==> src/rtl/ccir_trs_pkg.sv <==
package ccir_trs_pkg;
  typedef enum logic [2:0] {
    TAG_BLANK = 3'd0,
    TAG_CODE  = 3'd1,
    TAG_CB    = 3'd2,
    TAG_Y     = 3'd3,
    TAG_CR    = 3'd4
  } byte_tag_e;

  function automatic byte_tag_e phase_tag(input logic [1:0] ph);
    case (ph)
      2'd0:    phase_tag = TAG_CB;
      2'd2:    phase_tag = TAG_CR;
      default: phase_tag = TAG_Y;
    endcase
  endfunction
endpackage

==> src/rtl/trs_window.sv <==
module trs_window #(
  parameter int DW      = 8,
  parameter int PRE_LEN = 3
) (
  input  logic          clk,
  input  logic          rst_n,
  input  logic          in_valid,
  input  logic [DW-1:0] in_data,
  output logic          hit,
  output logic          old_valid,
  output logic [DW-1:0] old_data
);
  logic [DW-1:0] hist [PRE_LEN];
  logic [PRE_LEN-1:0] hv;

  always_ff @(posedge clk) begin
    if (!rst_n) hv <= '0;
    else if (in_valid) hv <= {hv[PRE_LEN-2:0], 1'b1};
  end

  always_ff @(posedge clk) begin
    if (in_valid) hist[0] <= in_data;
  end

  for (genvar i = 1; i < PRE_LEN; i++) begin : g_shift
    always_ff @(posedge clk) begin
      if (in_valid) hist[i] <= hist[i-1];
    end
  end

  // Oldest held byte must be 0xFF, the rest 0x00, and the new byte a status byte.
  logic prefix_ok;
  always_comb begin
    prefix_ok = (hist[PRE_LEN-1] == {DW{1'b1}});
    for (int k = 0; k < PRE_LEN-1; k++)
      if (hist[k] != '0) prefix_ok = 1'b0;
  end

  assign hit       = in_valid && hv[PRE_LEN-1] && prefix_ok && in_data[DW-1];
  assign old_valid = in_valid && hv[PRE_LEN-1];
  assign old_data  = hist[PRE_LEN-1];
endmodule

==> src/rtl/byte_tagger.sv <==
module byte_tagger
  import ccir_trs_pkg::*;
#(
  parameter int DW       = 8,
  parameter int CODE_LEN = 4
) (
  input  logic          clk,
  input  logic          rst_n,
  input  logic          old_valid,
  input  logic [DW-1:0] old_data,
  input  logic          hit,
  input  logic          is_eav,
  output logic          out_valid,
  output logic [DW-1:0] out_data,
  output byte_tag_e     out_tag
);
  localparam int LW = $clog2(CODE_LEN);

  logic [LW-1:0] code_left;
  logic          pend_act;
  logic          act;
  logic [1:0]    phase;

  always_ff @(posedge clk) begin
    if (!rst_n) begin
      out_valid <= 1'b0;
      out_data  <= '0;
      out_tag   <= TAG_BLANK;
      code_left <= '0;
      pend_act  <= 1'b0;
      act       <= 1'b0;
      phase     <= '0;
    end else begin
      out_valid <= old_valid;
      if (old_valid) begin
        out_data <= old_data;
        if (hit) begin
          out_tag   <= TAG_CODE;
          code_left <= LW'(CODE_LEN-1);
          pend_act  <= ~is_eav;
          act       <= 1'b0;
        end else if (code_left != '0) begin
          out_tag   <= TAG_CODE;
          code_left <= code_left - 1'b1;
          if (code_left == LW'(1) && pend_act) begin
            act      <= 1'b1;
            phase    <= '0;
            pend_act <= 1'b0;
          end
        end else if (act) begin
          out_tag <= phase_tag(phase);
          phase   <= phase + 1'b1;
        end else begin
          out_tag <= TAG_BLANK;
        end
      end
    end
  end
endmodule

==> src/rtl/gap_checker.sv <==
module gap_checker #(
  parameter int ACTIVE_LEN = 1440,
  parameter int BLANK_525  = 268,
  parameter int BLANK_625  = 280,
  parameter int PRE_LEN    = 3
) (
  input  logic clk,
  input  logic rst_n,
  input  logic in_valid,
  input  logic hit,
  input  logic is_eav,
  input  logic sys_625,
  output logic len_err
);
  localparam int MAXLEN = ACTIVE_LEN + BLANK_625 + BLANK_525 + 2*PRE_LEN;
  localparam int CW     = $clog2(MAXLEN + 1) + 1;
  localparam logic [CW-1:0] CMAX = '1;

  logic [CW-1:0] cnt;
  logic          seen;
  logic [CW-1:0] gap;
  logic [CW-1:0] want;

  assign gap  = cnt - CW'(PRE_LEN);
  assign want = is_eav  ? CW'(ACTIVE_LEN) :
                sys_625 ? CW'(BLANK_625) : CW'(BLANK_525);

  always_ff @(posedge clk) begin
    if (!rst_n) begin
      cnt     <= '0;
      seen    <= 1'b0;
      len_err <= 1'b0;
    end else begin
      len_err <= 1'b0;
      if (in_valid) begin
        if (hit) begin
          cnt     <= '0;
          seen    <= 1'b1;
          len_err <= seen && (gap != want);
        end else if (cnt != CMAX) begin
          cnt <= cnt + 1'b1;
        end
      end
    end
  end
endmodule

==> src/rtl/ccir_trs_decoder.sv <==
module ccir_trs_decoder
  import ccir_trs_pkg::*;
#(
  parameter int DW         = 8,
  parameter int ACTIVE_LEN = 1440,
  parameter int BLANK_525  = 268,
  parameter int BLANK_625  = 280
) (
  input  logic          clk,
  input  logic          rst_n,
  input  logic          sys_625,
  input  logic          in_valid,
  output logic          in_ready,
  input  logic [DW-1:0] in_data,
  output logic          out_valid,
  output logic [DW-1:0] out_data,
  output logic [2:0]    out_tag,
  output logic          out_active,
  output logic          line_start,
  output logic          field,
  output logic          vblank,
  output logic          len_err
);
  localparam int PRE_LEN = 3;
  localparam int F_BIT   = DW - 2;
  localparam int V_BIT   = DW - 3;
  localparam int H_BIT   = DW - 4;

  logic          hit;
  logic          old_valid;
  logic [DW-1:0] old_data;
  logic          is_eav;
  byte_tag_e     tag;

  assign in_ready = 1'b1;
  assign is_eav   = in_data[H_BIT];

  trs_window #(.DW(DW), .PRE_LEN(PRE_LEN)) u_win (
    .clk(clk), .rst_n(rst_n), .in_valid(in_valid), .in_data(in_data),
    .hit(hit), .old_valid(old_valid), .old_data(old_data)
  );

  byte_tagger #(.DW(DW), .CODE_LEN(PRE_LEN+1)) u_tag (
    .clk(clk), .rst_n(rst_n), .old_valid(old_valid), .old_data(old_data),
    .hit(hit), .is_eav(is_eav),
    .out_valid(out_valid), .out_data(out_data), .out_tag(tag)
  );

  gap_checker #(.ACTIVE_LEN(ACTIVE_LEN), .BLANK_525(BLANK_525),
                .BLANK_625(BLANK_625), .PRE_LEN(PRE_LEN)) u_gap (
    .clk(clk), .rst_n(rst_n), .in_valid(in_valid), .hit(hit),
    .is_eav(is_eav), .sys_625(sys_625), .len_err(len_err)
  );

  always_ff @(posedge clk) begin
    if (!rst_n) begin
      field      <= 1'b0;
      vblank     <= 1'b0;
      line_start <= 1'b0;
    end else begin
      line_start <= 1'b0;
      if (hit) begin
        field      <= in_data[F_BIT];
        vblank     <= in_data[V_BIT];
        line_start <= in_data[H_BIT];
      end
    end
  end

  assign out_tag    = tag;
  assign out_active = out_valid && (tag == TAG_CB || tag == TAG_Y || tag == TAG_CR);
endmodule

==> config.mk <==
export PLATFORM = sky130hd
export DESIGN_NAME = ccir_trs_decoder
export DESIGN_NICKNAME = d
export VERILOG_FILES = /design/src/rtl/ccir_trs_pkg.sv /design/src/rtl/trs_window.sv /design/src/rtl/byte_tagger.sv /design/src/rtl/gap_checker.sv /design/src/rtl/ccir_trs_decoder.sv
export SDC_FILE = /design/constraint.sdc
export NUM_CORES = 1
export LEC_CHECK = 0
export ABC_AREA = 1
export ABC_CLOCK_PERIOD_IN_PS = 2220
export BUFFER_PORTS_ARGS = -buffer_cell sky130_fd_sc_hd__buf_2
export CAP_MARGIN = 20
export CORE_ASPECT_RATIO = 0.75
export CORE_UTILIZATION = 58
export CTS_CLUSTER_SIZE = 14
export DETAILED_ROUTE_END_ITERATION = 10
export PLACE_DENSITY_LB_ADDON = 0.15
export SYNTH_ARGS = -nofsm -noshare
export SYNTH_HDL_FRONTEND = slang
export SYNTH_SLANG_ARGS = --single-unit
==> constraint.sdc <==
create_clock -name clk -period 2.22 [get_ports clk]
set_input_delay 0.222 -clock clk [delete_from_list [all_inputs] [get_ports clk]]
set_output_delay 0.222 -clock clk [all_outputs]
set_load 0.01 [all_outputs]
---- Word level (Yosys, flattened, before mapping) ----
Memories as Yosys holds them, arrays and structs flattened.
Index checks and enable logic that the tools add are counted.
cells by class
  eq/ne operators ......................... 9
  shift-type cells ........................ 0
  order comparisons ....................... 0
  div/mod/pow operators ................... 0
  add/sub/neg operators ................... 4
  bitwise operators ....................... 2
  muxes and demuxes ....................... 23
  multiply operators ...................... 0
  reduce and logical (&&, ||, !) cells .... 23
operators with widths
  operator               count
  $mux 12                3
  $reduce_bool 8->1      2
  $add 12x1->12 const B  1
  $ne 12x12->1           1
  $ne 12x12->1 const B   1
  $sub 12x2->12 const B  1
  $mux 1                 10
  $mux 2                 5
  $reduce_bool 2->1      5
  $mux 3                 3
  $eq 8x8->1 const B     1
  $reduce_and 2->1       4
  $eq 3x2->1 const B     2
  $logic_and 1x1->1      6
  $pmux 3 s2             1
  $reduce_and 3->1       2
  $mux 5                 1
  $reduce_and 4->1       1
  $eq 3x3->1 const B     1
  $add 2x1->2 const B    1
  $eq 2x1->1 const B     1
  $eq 2x2->1 const B     1
  $logic_not 2->1        1
  $logic_or 1x1->1       2
  other kinds (3)        4
word-level totals
  bits of input ports ..................... 12
  bits in latches ......................... 0
  register bits ........................... 38
  output and inout bits ................... 18
  bits in read-only memories .............. 0
  memories ................................ 1
  RAM bits ................................ 24
memories
  memory      depth  width  rd ports  clocked after memory_dff  write ports  line              source
  u_win.hist  3      8      3         0                         3            trs_window.sv:13  logic [DW-1:0] hist [PRE_LEN];

---- Longest topological paths before layout ----
Gate-level depths: netlist of the first run.
An unclocked memory read counts as a cell.
  word-level depth ........................ 8
  mapped depth ............................ 12
  gate-level depth less buffers ........... 12

---- Cells and area by module ----
A second synthesis of the first run with hierarchy kept.
unflattened totals
  cell total of the unflattened synthesis .. 370
  area total of the unflattened synthesis .. 2915.3 um2
by module, submodules not included
  module            area each (um2)  cells each  times used
  trs_window        999.7            72          1
  gap_checker       984.7            169         1
  byte_tagger       799.5            110         1
  ccir_trs_decoder  131.4            19          1

---- Worst setup path before layout of the first run ----
Ideal clock, no wire load.
  kind .................................... register to register
  start ................................... register u_gap.cnt[0]
  end ..................................... register u_gap.cnt[8]
  library setup time ...................... 114 ps
  path buffers ............................ 1
  clock period less this slack ............ 1547 ps
  slack ................................... 673 ps
  arrival time ............................ 1433 ps
  stages on the path, launching flop included .. 12
  cell sequence ........................... dfxtp_1 ha_1 nand2_2 nor2_2 nand3_1 nor2_2 nand2_2 buf_6 nand3_2 nand2_1 nand2_1 nor2_2
between the ends
  word-level cells in the longest chain between the ends .. 3
  elaborated cells between the ends (all ways) .. 6
  those cells by class .................... 1 x add/sub; 1 x eq/ne; 2 x mux; 2 x reduce/logical
RTL lines
  what                                                  line                                  source
  start: declaration                                    gap_checker.sv:19                     logic [CW-1:0] cnt;
  start signal: assignment                              gap_checker.sv:41                     cnt <= cnt + 1'b1;
  $add 12x1->12 / $ne 12x12->1 (equally long branches)  gap_checker.sv:41, gap_checker.sv:40
  $mux 12 / $reduce_bool 2->1 (equally long branches)   n/a
  $mux 12 / $reduce_and 2->1 (equally long branches)    n/a
Several ways; a longest one is shown, not always the timed one. The select of a mux whose other input is x is not followed.
A chain may end at the register's enable or synchronous reset.

---- Worst setup path in the final report of the first run ----
  start ................................... register u_gap.cnt[0]
  end ..................................... register u_gap.cnt[9]
The elaborated chain is that of the path after synthesis.

==> run_results.csv, run 1 <==
group,metric,value,unit
outcome,status,"finished, final reports clean",
cts,cts_tree,"yes",
worst_setup_path,slowest_delay,0.44,ns
logic_synthesis,synth_nets,429,
floorplan,dieWidth,85.5,um
floorplan,rows,22,
logic_synthesis,syn_area,3040,um^2
floorplan,dieArea,5530,um^2
floorplan,io_pins,30,
cts,cts_buffer_depth,2,
cts,clock_sinks,62,
power_and_ir_drop,p_leak,1.54,nW
global_route,overflow,0,
cts,clkSlewWorstSetupHoldPaths,0.07,ns
worst_setup_path,rr_worst_depth,10,
worst_hold_path,worstHoldStart,"in_data[3]",
logic_synthesis,yosys_register_bits,62,
routing,dr.max_layer_used,"met4",
timing,setup_tns,0,ns
logic_synthesis,yosysTopAreaCell,"dfxtp_1",
cts,cts_root_buffer,"clkbuf_8",
routing,via_count,2668,
power_and_ir_drop,p_switching,581,uW
timing,fmax,523,MHz
cts,worstSkewPairLatency,0.34,ns
logic_synthesis,synthArstFlopShare,0,%
power_and_ir_drop,power_switching_share,24.5,%
global_route,grt_antenna_before_repair,0,
cells_and_area,nFillCells,424,
worst_setup_path,worstSetupStartpointType,"flop",
logic_synthesis,synth.area.top_cells,"dfxtp_1 25%, edfxtp_1 24%, nand2_1 13%",
cells_and_area,diodes,0,
routing,wl_met3,613,um
worst_setup_path,cp_max_fo,13,
timing,period_share,86.1,%
worst_hold_path,holdPathStages,1,
routing,antenna_left,0,
placed_design,io_buffers,28,
cells_and_area,layout_common_cells,"107 x nand2_1, 76 x nor2_1, 54 x inv_1",
global_route,grt_max_degree,43,
cells_and_area,area_growth,11.7,%
worst_setup_path,rr_startpoint,"u_gap.cnt[0]$_SDFFE_PN0P_",
worst_hold_path,whs_endpoint,"u_win.hist[0][3]$_DFFE_PP_",
timing,hold_violations,0,
worst_setup_path,worstPathRequired,2.44,ns
cts,cts_resized,0,
logic_synthesis,seq_area_frac_synth,48.8,%
logic_synthesis,synthCells,411,
global_route,grt_usage,26.6,%
power_and_ir_drop,power_frac_seq,53.7,%
cts,postCtsHoldBufs,0,
worst_hold_path,hold_class,"in2reg",
placed_design,place_area,3200,um^2
worst_setup_path,r2r-end,"u_gap.cnt[9]$_SDFFE_PN0P_",
cells_and_area,drive_gt1_share,12.8,%
logic_synthesis,synth-main-ff-cell,"dfxtp_1",
timing,setup_viol,0,
worst_setup_path,rrSetupSlack,0.31,ns
routing,met1Wirelength,3.25,mm
cts,postCtsSetupRepairBufs,0,
logic_synthesis,synth_edf_count,24,
logic_synthesis,yosysWarnings,0,
timing,fin_crit,1.91,ns
power_and_ir_drop,intPower,1.79,mW
power_and_ir_drop,peakVddDrop,0.504,mV
cells_and_area,fin_area,3390,um^2
worst_setup_path,path_cells,"ha_1, nand2_2, nor2_2, nand3_1, nor2_2, nand2_2, nand2_2, nor2_1, nor2_1, nor2_1",
logic_synthesis,synth_cell_types,27,
routing,via_per_inst,5.28,
cells_and_area,finalNetCount,458,
routing,first_iter_violations,228,
worst_setup_path,endpoint_kind,"flop",
floorplan,core_area,4950,um^2
worst_setup_path,setup.worst_path.class,"reg2reg",
power_and_ir_drop,pwr-share-clk,39.8,%
routing,wirelength,6.66,mm
routing,first_pass_iters,5,
routing,routedWlPerCell,13.2,um
routing,met2_length,2.72,mm
cts,cts_buffers,9,
floorplan,start_util,61.3,%
power_and_ir_drop,p_per_area,699,nW/um^2
power_and_ir_drop,power.share.combinational,6.6,%
floorplan,die_h,64.7,um
placed_design,dpl.hpwl,4.79,mm
flow_run,cap_viol_max_count,0,
timing,slew_violations,0,
global_route,grt_pass1_vias,2353,
cts,cts_max_level,3,
worst_setup_path,cp.arrival,2.13,ns
logic_synthesis,synth.top_cell.area_share,25.1,%
global_route,grt_pass1_wl,11.0,mm
timing,rsz0062_at_grt,"false",
placed_design,place_congestion,0.985,
routing,drc,0,
logic_synthesis,syn_area_per_cell,7.39,um^2
cells_and_area,final_common_cell,"nand2_1",
timing,finalClockSkew,0.00770,ns
worst_setup_path,cp_slowest_cell,"dfxtp_1",
-- synth_stat cells, drive strengths merged, types with 2 or more instances --
| master | count |
|---|---|
| o21ai | 17 |
| a21oi | 17 |
| dfxtp | 38 |
| clkbuf | 4 |
| inv | 55 |
| nand4 | 10 |
| nand2 | 112 |
| nand3 | 26 |
| nor2 | 79 |
| ha | 6 |
| nor3 | 9 |
| edfxtp | 24 |
| nand3b | 2 |
| buf | 8 |
-- per-layer routing --
metal / GRT usage (%) / vias to the layer above
met2: 38.0 / 115
met1: 38.7 / 1191
li1: - / 1354
met4: 8.54 / 0
met5: 0 / -
met3: 7.77 / 8
-- cell type report --
cell class	count	area, um^2	area share, %
inverters	55	206	6.09
clock inverters	4	28.8	0.849
well taps	60	75.1	2.21
flip-flops and latches	62	1480	43.7
multi-input cells	282	1280	37.7
clock buffers	12	166	4.91
repair buffers	30	155	4.58
-- kinds of logic (layout without fill, tap and decap cells) --
family          Yosys count  in the layout  synth area share (%)
flops                    62             62                  48.8
other cells               1              1                 0.124
simple gates            239            239                  33.3
compound gates           36             36                  6.18
buf+inv                  67            101                  9.11
fa+ha+maj                 6              6                  2.47
-- through the flow --
stage | hold slack [ns] | util, % | setup slack (ns) | total power, mW | instances
6_report | 0.0558 | 68.4 | 0.308 | 2.37 | 505
5_1_grt | 0.0376 | 68.4 | 0.0707 | 2.47 | 505
4_1_cts | 0.0412 | 68.4 | 0.337 | 2.39 | 505
3_5_place_dp | 0.400 | 64.5 | 0.345 | 1.45 | 489
3_3_place_gp | 0.398 | 64.5 | 0.480 | 1.44 | 489
2_1_floorplan | 0.321 | - | 0.673 | 1.39 | 411
-- sequential cells by signal (all words and copies together) (netlist names) --
name and cells:
u_tag.out_data 8, u_win.hist 24, vblank 1, u_tag.code_left 2, u_tag.pend_act 1, u_tag.out_tag 3
field 1, u_tag.out_valid 1, u_tag.act 1, line_start 1, u_win.hv 3, u_tag.phase 2
u_gap.cnt 12, u_gap.seen 1, u_gap.len_err 1
-- power groups by stage --
stage                     sequential [mW]  combinational (mW)  clock [mW]
after floorplan                      1.29               0.106           0
after global routing                 1.28               0.179        1.01
after global placement               1.29               0.149           0
final                                1.27               0.155       0.943
after CTS                            1.27               0.154       0.970
after detailed placement             1.30               0.152           0
-- worst max-delay path: cells and delay by family (launching register included) --
kind	cells	cell delay, ns
simple gates	9	1.09
flops	1	0.44
fa+ha+maj	1	0.25
-- worst max path at each step --
stage / end / cells after the start / from
final: u_gap.cnt[9]$_SDFFE_PN0P_ / 10 / u_gap.cnt[0]$_SDFFE_PN0P_
after global routing: u_gap.cnt[9]$_SDFFE_PN0P_ / 10 / u_gap.cnt[0]$_SDFFE_PN0P_
after CTS: u_gap.cnt[9]$_SDFFE_PN0P_ / 10 / u_gap.cnt[0]$_SDFFE_PN0P_
after detailed placement: u_gap.cnt[9]$_SDFFE_PN0P_ / 10 / u_gap.cnt[0]$_SDFFE_PN0P_
after global placement: u_gap.cnt[2]$_SDFFE_PN0P_ / 10 / u_gap.cnt[0]$_SDFFE_PN0P_
after floorplan: u_gap.cnt[8]$_SDFFE_PN0P_ / 11 / u_gap.cnt[0]$_SDFFE_PN0P_
(Power assumes the default switching activity.)
==> run 2, diff against run 1 <==
--- a/config.mk
+++ b/config.mk
@@ -5,7 +5,6 @@
 export SDC_FILE = /design/constraint.sdc
 export NUM_CORES = 1
 export LEC_CHECK = 0
-export ABC_AREA = 1
 export ABC_CLOCK_PERIOD_IN_PS = 2220
 export BUFFER_PORTS_ARGS = -buffer_cell sky130_fd_sc_hd__buf_2
 export CAP_MARGIN = 20
==> run_results.csv, run 2 <==
group,metric,value,unit
power_and_ir_drop,p_per_area,746,nW/um^2
worst_setup_path,cp_max_fo,6,
logic_synthesis,synth.top_cell.area_share,27.8,%
power_and_ir_drop,intPower,1.82,mW
worst_setup_path,worstSetupStartpointType,"flop",
floorplan,core_area,4490,um^2
flow_run,cap_viol_max_count,0,
routing,first_pass_iters,5,
timing,setup_tns,0,ns
power_and_ir_drop,total_power,2.35,mW
cells_and_area,fin_area,3150,um^2
cells_and_area,multi_input_area,1180,um^2
cells_and_area,layout_common_cells,"38 x dfxtp_1, 29 x nand2_1, 28 x buf_2",
routing,wirelength,5.60,mm
global_route,grt_antenna_before_repair,0,
power_and_ir_drop,power_frac_seq,53.7,%
timing,finalClockSkew,0.00794,ns
floorplan,rows,21,
logic_synthesis,yosysTopAreaCell,"dfxtp_1",
cts,cts_buffers,9,
cts,clkSlewWorstSetupHoldPaths,0.07,ns
logic_synthesis,yosys_register_bits,62,
logic_synthesis,syn_area_per_cell,10.2,um^2
power_and_ir_drop,power.share.combinational,3.6,%
logic_synthesis,synthArstFlopShare,0,%
cts,clock_sinks,62,
power_and_ir_drop,peakVddDrop,0.514,mV
routing,via_per_inst,5.75,
cts,cts_buffer_depth,2,
global_route,grt_max_degree,28,
timing,fin_crit,2.08,ns
logic_synthesis,seq_area_frac_synth,54.1,%
timing,relSlewSlack,64.1,%
cts,worstSkewPairLatency,0.34,ns
routing,drc,0,
floorplan,die_h,61.5,um
timing,setup_viol,0,
cells_and_area,final_common_cell,"dfxtp_1",
floorplan,start_util,60.9,%
logic_synthesis,synth.area.top_cells,"dfxtp_1 28%, edfxtp_1 26%, nand2_1 4.0%",
global_route,overflow,0,
worst_setup_path,endpoint_kind,"flop",
outcome,status,"finished, final reports clean",
timing,fmax,481,MHz
cells_and_area,diodes,0,
worst_setup_path,r2r-end,"u_tag.code_left[0]$_SDFFE_PN0P_",
cts,cts_root_buffer,"clkbuf_8",
worst_setup_path,rrSetupSlack,0.14,ns
cells_and_area,area_growth,15.0,%
routing,via_count,2064,
logic_synthesis,synth_edf_count,24,
floorplan,dieWidth,81.3,um
logic_synthesis,synthCells,269,
timing,period_share,93.6,%
logic_synthesis,synth_cell_types,44,
cells_and_area,largest_reg_flops,24,
worst_setup_path,rr_startpoint,"u_win.hist[0][8]$_DFFE_PP_",
cells_and_area,nFillCells,361,
worst_setup_path,cp-startpoint,"u_win.hist[0][8]$_DFFE_PP_",
placed_design,place_area,2910,um^2
cells_and_area,regMostFlops,"u_win.hist",
worst_setup_path,worstPathRequired,2.50,ns
global_route,grt_usage,24.7,%
placed_design,io_buffers,28,
routing,routedWlPerCell,15.6,um
logic_synthesis,yosysWarnings,0,
global_route,grt_pass1_vias,1806,
worst_hold_path,whs_endpoint,"u_win.hist[0][3]$_DFFE_PP_",
power_and_ir_drop,p_switching,532,uW
cells_and_area,seq_area,1480,um^2
cells_and_area,final_util,70.1,%
floorplan,io_pins,30,
cells_and_area,drive_gt1_share,18.5,%
timing,hold_violations,0,
worst_hold_path,hold_class,"in2reg",
floorplan,dieArea,5000,um^2
timing,rsz0062_at_grt,"false",
logic_synthesis,synth_nets,287,
worst_setup_path,setup.worst_path.class,"reg2reg",
logic_synthesis,synthTopCellsByCount,"38 x dfxtp_1, 29 x nand2_1, 25 x nor2_1",
worst_setup_path,cp.arrival,2.35,ns
worst_hold_path,holdPathStages,1,
cts,postCtsSetupRepairBufs,0,
routing,first_iter_violations,164,
logic_synthesis,syn_area,2740,um^2
logic_synthesis,synth-main-ff-cell,"dfxtp_1",
timing,tightest_slew,0.533,ns
placed_design,place_congestion,0.839,
cts,cts_tree,"yes",
placed_design,dpl.hpwl,3.84,mm
power_and_ir_drop,power_switching_share,22.7,%
cts,cts_max_level,3,
power_and_ir_drop,p_leak,1.14,nW
power_and_ir_drop,pwr-share-clk,42.7,%
worst_hold_path,worstHoldStart,"in_data[3]",
worst_setup_path,rr_worst_depth,5,
global_route,grt_pass1_wl,8.74,mm
timing,slew_violations,0,
logic_synthesis,synth_most_common_cell,"dfxtp_1",
cells_and_area,top_regs,"u_win.hist: 24 flops, u_gap.cnt: 12 flops, u_tag.out_data: 8 flops",
cells_and_area,finalNetCount,315,
routing,antenna_left,0,
==> run 2: cell types whose count changed in the layout (fill, tap and decap cells not counted), sizes merged, moves of 6 or more <==
cell,previous run,this run
xor2,0,7
o21ai,17,3
a21oi,17,6
a21boi,0,13
inv,55,10
nor2,79,25
nand3,26,9
nor4,1,7
nand2,112,30
==> run 2: power groups by stage <==
stage / registers (mW) / clock network [mW] / logic [mW]
global route: 1.27 / 1.07 / 0.0943
finish: 1.26 / 1.00 / 0.0845
detailed placement: 1.29 / 0 / 0.0828
floorplan: 1.27 / 0 / 0.0515
global placement: 1.28 / 0 / 0.0810
CTS: 1.26 / 1.03 / 0.0838
==> run 2: final cells by class <==
| type | count | share of cell area [%] |
|---|---|---|
| flip-flops and latches | 62 | 47.1 |
| inverters | 8 | 0.954 |
| multi-input cells | 183 | 37.5 |
| clock inverters | 6 | 2.19 |
| repair buffers | 33 | 5.64 |
| clock buffers | 10 | 4.37 |
| well taps | 57 | 2.27 |
==> run 2: per-layer routing <==
layer | vias up | GRT usage [%] | routed length (um)
met1 | 974 | 35.0 | 2820
met2 | 59 | 35.2 | 2400
met4 | 0 | 9.95 | 42
met5 | - | 0 | 0
li1 | 1026 | - | -
met3 | 5 | 7.41 | 348
==> run 2: what timing repair did <==
item / 4_1_cts / 5_1_grt
hold buffers: 0 / 0
hold endpoints to repair: 0 / 0
setup endpoints to repair: 0 / 17
gates resized for setup: 0 / 3
==> run 2: how the worst max path moves through the flow <==
stage,endpoint,slack (ns),depth (start not counted)
floorplan,u_tag.act$_SDFFE_PN0P_,0.06,7
global placement,u_tag.act$_SDFFE_PN0P_,0.08,5
detailed placement,u_gap.cnt[9]$_SDFFE_PN0P_,0.04,5
CTS,u_gap.cnt[9]$_SDFFE_PN0P_,0.03,5
global route,u_tag.pend_act$_SDFFE_PN0P_,0.06,5
finish,u_tag.code_left[0]$_SDFFE_PN0P_,0.14,5
==> run 2: logic make-up (layout without fill, tap and decap cells) <==
| group | after synthesis | after routing | synth area share, % |
|---|---|---|---|
| xor gates and xnor gates | 11 | 11 | 3.52 |
| adders and majority gates | 6 | 6 | 2.74 |
| buffers and inverters | 25 | 57 | 3.98 |
| and+or+nand+nor | 117 | 118 | 22.6 |
| DFF | 62 | 62 | 54.1 |
| muxes | 4 | 4 | 1.46 |
| AOI/OAI and AO/OA | 43 | 43 | 11.5 |
| other | 1 | 1 | 0.137 |
==> run 2: per-stage QoR <==
step	worst slack, ns	instances	hold WS [ns]
floorplan	0.0648	269	0.321
global placement	0.0771	342	0.399
detailed placement	0.0424	342	0.400
CTS	0.0264	358	0.0380
global route	0.0555	359	0.0402
finish	0.142	359	0.0543
==> run 2: worst max-delay path, stage by stage, from the launching register on <==
cell and delay, ns:
edfxtp_1 0.42, or4b_1 0.50, or4_4 0.45, or2_4 0.31, a21oi_2 0.18, o211a_1 0.15
